File: src/rtl/cascade_irq_pkg.sv
package cascade_irq_pkg;

  localparam int unsigned ADDR_W = 3;
  localparam int unsigned GRP_W  = 3;
  localparam int unsigned BYTE_W = 8;

  // Strobes passed from the bus decoder to the datapath
  typedef struct packed {
    logic             rdStrobe;
    logic             wrStrobe;
    logic             hit;
    logic             isMask;
    logic [GRP_W-1:0] grp;
  } busStrobe_t;

endpackage

File: src/rtl/cascade_irq_ctrl.sv
module cascade_irq_ctrl
  import cascade_irq_pkg::*;
#(
  parameter int unsigned NUM_GRP = 3
) (
  input  logic [ADDR_W-1:0] busAddr,
  input  logic              busRd,
  input  logic              busWr,
  output busStrobe_t        strb
);

  localparam int unsigned MAP_END = 2 * NUM_GRP;

  int unsigned addrInt;

  always_comb begin
    addrInt       = int'(busAddr);
    strb.rdStrobe = busRd;
    strb.wrStrobe = busWr;
    strb.hit      = addrInt < MAP_END;
    strb.isMask   = addrInt >= NUM_GRP;
    if (strb.isMask) strb.grp = GRP_W'(addrInt - NUM_GRP);
    else             strb.grp = GRP_W'(addrInt);
  end

endmodule

File: src/rtl/cascade_irq_dp.sv
module cascade_irq_dp
  import cascade_irq_pkg::*;
#(
  parameter int unsigned NUM_SRC     = 24,
  parameter int unsigned LEVEL_SRC   = 5,
  parameter int unsigned SYNC_STAGES = 2
) (
  input  logic               clk,
  input  logic               rstN,
  input  logic [NUM_SRC-1:0] reqIn,
  input  busStrobe_t         strb,
  input  logic [BYTE_W-1:0]  busWdata,
  output logic [BYTE_W-1:0]  busRdata,
  output logic [NUM_SRC-1:0] statusVec,
  output logic [NUM_SRC-1:0] maskVec,
  output logic [NUM_SRC-1:0] riseVec,
  output logic               irqOut
);

  localparam int unsigned NUM_GRP = NUM_SRC / BYTE_W;

  logic [NUM_SRC-1:0] syncQ [SYNC_STAGES];
  logic [NUM_SRC-1:0] syncOut;
  logic [NUM_SRC-1:0] prevQ;
  logic [NUM_SRC-1:0] pendQ;
  logic [NUM_SRC-1:0] pendNext;
  logic [NUM_SRC-1:0] maskQ;
  logic [NUM_SRC-1:0] clrVec;
  logic [NUM_SRC-1:0] setVec;
  logic [BYTE_W-1:0]  rdByte;

  // Synchronizer chain
  always_ff @(posedge clk or negedge rstN) begin
    if (!rstN) begin
      for (int s = 0; s < int'(SYNC_STAGES); s++) syncQ[s] <= '0;
    end else begin
      syncQ[0] <= reqIn;
      for (int s = 1; s < int'(SYNC_STAGES); s++) syncQ[s] <= syncQ[s-1];
    end
  end

  assign syncOut = syncQ[SYNC_STAGES-1];

  always_ff @(posedge clk or negedge rstN) begin
    if (!rstN) prevQ <= '0;
    else       prevQ <= syncOut;
  end

  assign riseVec = syncOut & ~prevQ;

  // Per-group clear on status read
  always_comb begin
    clrVec = '0;
    for (int g = 0; g < int'(NUM_GRP); g++) begin
      if (strb.rdStrobe && strb.hit && !strb.isMask && strb.grp == GRP_W'(g))
        clrVec[g*BYTE_W +: BYTE_W] = '1;
    end
  end

  assign setVec   = riseVec & maskQ;
  assign pendNext = (pendQ & ~clrVec) | setVec;

  always_ff @(posedge clk or negedge rstN) begin
    if (!rstN) pendQ <= '0;
    else       pendQ <= pendNext;
  end

  // Status: latched edge bits, plus one pass-through level bit
  for (genvar i = 0; i < int'(NUM_SRC); i++) begin : gStatus
    if (i == int'(LEVEL_SRC)) begin : gLevel
      assign statusVec[i] = syncOut[i];
    end else begin : gEdge
      assign statusVec[i] = pendQ[i];
    end
  end

  // Enable registers
  always_ff @(posedge clk or negedge rstN) begin
    if (!rstN) begin
      maskQ <= '0;
    end else begin
      for (int g = 0; g < int'(NUM_GRP); g++) begin
        if (strb.wrStrobe && strb.hit && strb.isMask && strb.grp == GRP_W'(g))
          maskQ[g*BYTE_W +: BYTE_W] <= busWdata;
      end
    end
  end

  assign maskVec = maskQ;

  // Read mux and registered read data
  always_comb begin
    rdByte = '0;
    for (int g = 0; g < int'(NUM_GRP); g++) begin
      if (strb.hit && strb.grp == GRP_W'(g))
        rdByte = strb.isMask ? maskQ[g*BYTE_W +: BYTE_W] : statusVec[g*BYTE_W +: BYTE_W];
    end
  end

  always_ff @(posedge clk or negedge rstN) begin
    if (!rstN)              busRdata <= '0;
    else if (strb.rdStrobe) busRdata <= rdByte;
  end

  assign irqOut = |(statusVec & maskQ);

endmodule

File: src/rtl/cascade_irq_agg.sv
module cascade_irq_agg
  import cascade_irq_pkg::*;
#(
  parameter int unsigned NUM_SRC     = 24,
  parameter int unsigned LEVEL_SRC   = 5,
  parameter int unsigned SYNC_STAGES = 2
) (
  input  logic               clk,
  input  logic               rstN,
  input  logic [NUM_SRC-1:0] reqIn,
  input  logic [ADDR_W-1:0]  busAddr,
  input  logic               busRd,
  input  logic               busWr,
  input  logic [BYTE_W-1:0]  busWdata,
  output logic [BYTE_W-1:0]  busRdata,
  output logic               irqOut
);

  localparam int unsigned NUM_GRP = NUM_SRC / BYTE_W;

  busStrobe_t         strb;
  logic [NUM_SRC-1:0] statusVec;
  logic [NUM_SRC-1:0] maskVec;
  logic [NUM_SRC-1:0] riseVec;

  cascade_irq_ctrl #(.NUM_GRP(NUM_GRP)) uCtrl (
    .busAddr(busAddr),
    .busRd  (busRd),
    .busWr  (busWr),
    .strb   (strb)
  );

  cascade_irq_dp #(
    .NUM_SRC    (NUM_SRC),
    .LEVEL_SRC  (LEVEL_SRC),
    .SYNC_STAGES(SYNC_STAGES)
  ) uDp (
    .clk      (clk),
    .rstN     (rstN),
    .reqIn    (reqIn),
    .strb     (strb),
    .busWdata (busWdata),
    .busRdata (busRdata),
    .statusVec(statusVec),
    .maskVec  (maskVec),
    .riseVec  (riseVec),
    .irqOut   (irqOut)
  );

endmodule

File: config.mk
export PLATFORM = sky130hd
export DESIGN_NAME = cascade_irq_agg
export DESIGN_NICKNAME = d
export VERILOG_FILES = /design/src/rtl/cascade_irq_pkg.sv /design/src/rtl/cascade_irq_ctrl.sv /design/src/rtl/cascade_irq_dp.sv /design/src/rtl/cascade_irq_agg.sv
export SDC_FILE = /design/constraint.sdc
export NUM_CORES = 1
export LEC_CHECK = 0
export CAP_MARGIN = 10
export CORE_MARGIN = 10
export CORE_UTILIZATION = 30
export CTS_BUF_LIST = sky130_fd_sc_hd__clkbuf_4 sky130_fd_sc_hd__clkbuf_8
export CTS_CLUSTER_DIAMETER = 100
export DETAILED_ROUTE_END_ITERATION = 6
export GPL_TIMING_DRIVEN = 0
export PLACE_DENSITY_LB_ADDON = 0.25
export RECOVER_POWER = 25
export SYNTH_ARGS = -nofsm -noshare
export SYNTH_HDL_FRONTEND = slang
export SYNTH_SLANG_ARGS = --single-unit
File: constraint.sdc
create_clock -name clk -period 1.1 [get_ports clk]
set_input_delay 0.22 -clock clk [delete_from_list [all_inputs] [get_ports clk]]
set_output_delay 0.22 -clock clk [all_outputs]
set_load 0.05 [all_outputs]
# Word level (Yosys, flattened, before mapping)
# Index checks and enable logic that the tools add are counted.
totals:
  latchBits: 0
  regBits: 128
  n_memories: 0
  mem_bits_ro: 0
  mem_bits_rw: 0
op_classes:
  n_addsub: 1
  mux: 10
  n_bitwise: 7
  magnitude_cmp: 2
  div_mod_pow: 0
  mul: 0
  shift: 0
  reduce_logical: 16
  n_eq_ne: 2
ops:
  columns: ["op", "n"]
  rows:
  - ["$and 24x24->24", 4]
  - ["$mux 8", 9]
  - ["$not 24->24", 2]
  - ["$or 24x24->24", 1]
  - ["$reduce_or 24->1", 1]
  - ["$logic_and 1x1->1", 13]
  - ["$eq 3x1->1 const B", 1]
  - ["$eq 3x2->1 const B", 1]
  - ["$ge 3x2->1 const B", 1]
  - ["$logic_not 3->1", 1]
  - ["$lt 3x3->1 const B", 1]
  - ["$mux 3", 1]
  - ["$sub 3x2->3 const B", 1]
  - ["$logic_not 1->1", 1]

# Depth between registers and ports, before layout
logic_depth:
  word_depth: 8
  depth_mapped: 8
  ltp_nobuf: 6

# Hierarchy
# A second synthesis with hierarchy kept.
unflattened:
  hier_cells: 299
  hier_area_um2: 4600.7
by_module_without_submodules:
  columns: ["mod", "cells_each", "area_per_inst_um2", "seq_area_each_um2", "n_inst"]
  rows:
  - ["cascade_irq_dp", 286, 4504.3, 3178.0, 1]
  - ["cascade_irq_ctrl", 13, 96.3, 0.0, 1]

# Least setup slack after synthesis
# No wires, ideal clock.
synth_path:
  kind: "input to register"
  startpoint: "input port busAddr[2]"
  endpoint: "register uDp.maskQ[14] (netlist: uDp.maskVec[14])"
  setup_time_ns: 0.125
  n_path_buf: 1
  slack_ns: -1.048
  stages: 7
  required_time_ns: 0.975
  arrival_time_ns: 2.023
  cell_sequence: "buf_2 -> inv_1 -> ha_1 -> or4b_4 -> a21oi_4 -> o21ai_4 -> mux2_4"
synth_between:
  elab_chain_cells: 4
synth_lines:
  columns: ["item", "line", "rtl"]
  rows:
  - ["from (decl)", "cascade_irq_agg.sv:11", "input logic [ADDR_W-1:0] busAddr,"]
  - ["$sub 3x2->3 (tied with other cells)", "cascade_irq_ctrl.sv:22", "if (strb.isMask) strb.grp = GRP_W'(addrInt - NUM_GRP);"]
  - ["$mux 3 or $logic_and 1x1->1 (tied branches)", "cascade_irq_ctrl.sv:22, cascade_irq_dp.sv:83", null]
  - ["$eq 3x1->1 or $logic_and 1x1->1 (tied branches)", "cascade_irq_dp.sv:83", "if (strb.wrStrobe && strb.hit && strb.isMask && strb.grp == GRP_W'(g))"]
  - ["$logic_and 1x1->1 (*)", "cascade_irq_dp.sv:83", null]
  - ["to (signal, indexed assignment)", "cascade_irq_dp.sv:84", "maskQ[g*BYTE_W +: BYTE_W] <= busWdata;"]
  - ["to (decl)", "cascade_irq_dp.sv:27", "logic [NUM_SRC-1:0] maskQ;"]
# Mark *: on every way between the ends. The rest lies on a longest branch, timed or not.
# A chain may end at the register's enable or synchronous reset.

# Final worst setup path
layout_path:
  startpoint: "register uDp.maskQ[14] (netlist: uDp.maskVec[14])"
  endpoint: "output port irqOut"
layout_between:
  elab_chain_cells: 2
layout_lines:
  columns: ["item", "line", "rtl"]
  rows:
  - ["$and 24x24->24", "cascade_irq_dp.sv:105", "assign irqOut = |(statusVec & maskQ);"]
  - ["$reduce_or 24->1", "cascade_irq_dp.sv:105", null]
  - ["to (decl)", "cascade_irq_agg.sv:16", "output logic irqOut"]
# No other way between the ends.

==> results.sh <==
export IMPL_status="finished with violations"
export IMPL_violations="negative setup slack"
export IMPL_synth_cells=315
export IMPL_yosysTopAreaCell="dfrtp_1"
export IMPL_die_h_um=145
export IMPL_path_common_cell="nand4_1"
export IMPL_gr_total_overflow=0
export IMPL_drv_slew=0
export IMPL_synth_fp_nets=356
export IMPL_ant_nets=0
export IMPL_ys_async_sr_fraction_pct=100
export IMPL_ys_flop_type="dfrtp_1"
export IMPL_cp_max_fo=2
export IMPL_insertion_delay_ns=0.43
export IMPL_drive_above_1_share_pct=40.3
export IMPL_pwr_share_clk_pct=28.3
export IMPL_ys_warn_count=0
export IMPL_synth_compound_area_share_pct=13.6
export IMPL_core_um2=15200
export IMPL_clk_path_buf_depth=2
export IMPL_p_comb_share_pct=21.5
export IMPL_yosysUniqueCellTypes=40
export IMPL_rrSetupSlack_ns=-0.02
export IMPL_synthAdderAreaFrac_pct=0.537
export IMPL_htree_num_levels=4
export IMPL_cts_made_buffers=17
export IMPL_vias=2997
export IMPL_cp_slowest_stage_delay_ns=0.39
export IMPL_wirelength_um=10800
export IMPL_critPathRequiredTime_ns=0.88
export IMPL_power_density_nw_per_um2=1880
export IMPL_seq_area_um2=3150
export IMPL_vias_per_cell=4.91
export IMPL_synth_area_um2=4660
export IMPL_final_setup_worst_slack_ns=-0.792
export IMPL_endpoint_kind="primary output"
export IMPL_avgSynthCellArea_um2=14.8
export IMPL_multi_input_area_um2=1700
export IMPL_cts_sinks=126
export IMPL_leakagePower_uw=0.00272
export IMPL_synth_edf_count=0
export IMPL_clk_pin_slew_worst_paths_ns=0.07
export IMPL_power_switching_uw=3430
export IMPL_io_buffers=45
export IMPL_first_pass_iters=4
export IMPL_finClkSkew_ns=0.00875
export IMPL_synth_xor_area_share_pct=0
export IMPL_crit_buf_inv=1
export IMPL_critPathArrivalTime_ns=1.67
export IMPL_report_final_setup_viol=64
export IMPL_fin_tns_setup_ns=-24.73
export IMPL_ys_seq_area_share_pct=67.7
export IMPL_drt_initial_drc_count=218
export IMPL_cp_top_family="simple AND/OR/NAND/NOR gates"
export IMPL_dp_hpwl_um=7190
export IMPL_initial_utilization_pct=30.6
export IMPL_fin_total_pwr_uw=12000
export IMPL_setup_worst_path_class="reg -> out"
export IMPL_timing_fmax_mhz=528
export IMPL_min_path_type="in -> async"
export IMPL_crit_start="uDp.maskVec[14]"
export IMPL_r2r_end="uDp.busRdata[1]"
export IMPL_synth_mux_area_fraction_pct=11.5
export IMPL_whs_ns=0.264
export IMPL_die_area_um2=20900
export IMPL_boundaryPins=48
export IMPL_final_nets=452
export IMPL_wire_per_inst_um=17.7
export IMPL_drc_errors=0
export IMPL_grt_pass1_wl_um=17100
export IMPL_grt_pass1_vias=3178
export IMPL_gp_congestion=0.754
export IMPL_yosysTopAreaCellShare_pct=67.7
export IMPL_ys_ff_latch=126
export IMPL_path_cells="a22oi_2 > nand4_1 > nor2_1 > nand4_1 > buf_6"
export IMPL_diodes=0
export IMPL_pwr_share_seq_pct=50.2
export IMPL_cts_tree="yes"
export IMPL_p_int_uw=8590
export IMPL_period_needed_ns=1.89
export IMPL_cp_start_kind="register"
export IMPL_track_usage_pct=10.9
export IMPL_finalCritPeriodShare_pct=172
export IMPL_dieWidth_um=145
export IMPL_r2r_start="uDp.maskVec[1]"
export IMPL_synth_top_family_by_area="compound AO/OA/AOI/OAI gates"
export IMPL_cap_viol_max_count=0
export IMPL_antenna_found_initial=0
export IMPL_hold_viol=0
export IMPL_rsz0062_at_grt="yes"
export IMPL_fillers=1434
export IMPL_grt_max_degree=89
export IMPL_vdd_drop_max_mv=0.735
export IMPL_cts_root_buf="clkbuf_8"
export IMPL_syn2layout_area_growth_pct=37.0
export IMPL_cp_slowest_cell="dfrtp_1"
export IMPL_relSlewSlack_pct=70.6
export IMPL_row_count=45
export IMPL_synthTopCellsByArea="dfrtp_1, mux2_2, a32o_1, o2bb2ai_1, a41o_1"
export IMPL_r2r_cells=4
export IMPL_sw_frac_of_total_pct=28.5
export IMPL_synth_simple_gate_area_share_pct=4.25
export IMPL_worst_pin_slew_ns=0.441
layer usage:
metal  part of all wire [%]  track usage (%)
met5                      0                0
met4                    1.4             4.31
met2                     49             16.7
met3                    4.9             3.74
met1                     45             13.8
state kept, by name, summed over array words and instances, names as in the netlist:
signal and flops:
uDp.maskVec 24, uDp.pendQ 23, uDp.busRdata 8, uDp.syncQ 24, uDp.syncOut 24, uDp.prevQ 23
power groups by stage:
stage	sequential, uW	combinational (uW)	clock [uW]
after global placement	6020	2010	0
after CTS	6010	2410	3540
after detailed placement	6050	2060	0
after floorplan	6030	1240	0
final	6030	2590	3400
after global routing	6120	2800	3770
synth_stat cells, types with 3 or more instances:
| library cell | n |
|---|---|
| nand4_1 | 3 |
| o2bb2ai_1 | 12 |
| a41o_1 | 8 |
| dfrtp_1 | 126 |
| a32o_1 | 12 |
| a31oi_1 | 8 |
| nand2_1 | 12 |
| nor2_1 | 11 |
| a22oi_1 | 10 |
| mux2_2 | 39 |
| buf_2 | 3 |
| mux2i_1 | 8 |
| inv_1 | 14 |
| clkbuf_1 | 4 |
| o21ai_0 | 16 |
logic make-up (layout without fill, tap and decap cells):
group,count (synthesis),after routing
and+or+nand+nor,36,36
buffers and inverters,25,132
AOI/OAI and AO/OA,78,78
DFF,126,126
adders and majority gates,2,2
muxes,48,48
per-stage QoR:
step                setup WS, ns  std cells  area (um^2)  util (%)
floorplan                 -0.861        315         4780         -
global placement           -5.02        548         5470      36.0
detailed placement         -1.59        549         5500      36.2
CTS                       -0.880        600         6180      40.6
global route              -0.896        610         6380      42.0
finish                    -0.792        610         6380      42.0
layout by cell type, fill, tap and decap left out, drive strengths merged, types with 10 or more instances in the layout:
| cell | instances |
|---|---|
| nand2 | 12 |
| a22oi | 10 |
| mux2 | 40 |
| nor2 | 11 |
| dlygate4sd3 | 25 |
| o21ai | 20 |
| dfrtp | 126 |
| inv | 14 |
| a32o | 12 |
| buf | 51 |
| o2bb2ai | 12 |
| clkbuf | 26 |
worst max path at each step:
stage               depth (start not counted)              end  slack, ns
global route                                5           irqOut      -0.90
floorplan                                   6  uDp.maskVec[14]      -0.86
detailed placement                          7    uDp.pendQ[10]      -1.59
finish                                      5           irqOut      -0.79
CTS                                         5           irqOut      -0.88
global placement                            1   uDp.syncOut[7]      -5.02
repair_timing:
action,CTS,global route
endpoints found under the setup margin,64,98
hold endpoints to repair,38,0
hold buffers,1,0
gates cloned,0,1
pin swaps,17,34
setup buffers,21,11
resized for setup,113,29
layout make-up:
type | count | area share, %
repair buffers | 78 | 12.6
clock buffers | 23 | 4.57
flip-flops and latches | 126 | 49.4
plain buffers | 10 | 1.55
multi-input cells | 164 | 26.6
clock inverters | 7 | 0.647
inverters | 14 | 0.902
well taps | 188 | 3.69
(Power assumes the default switching activity.)
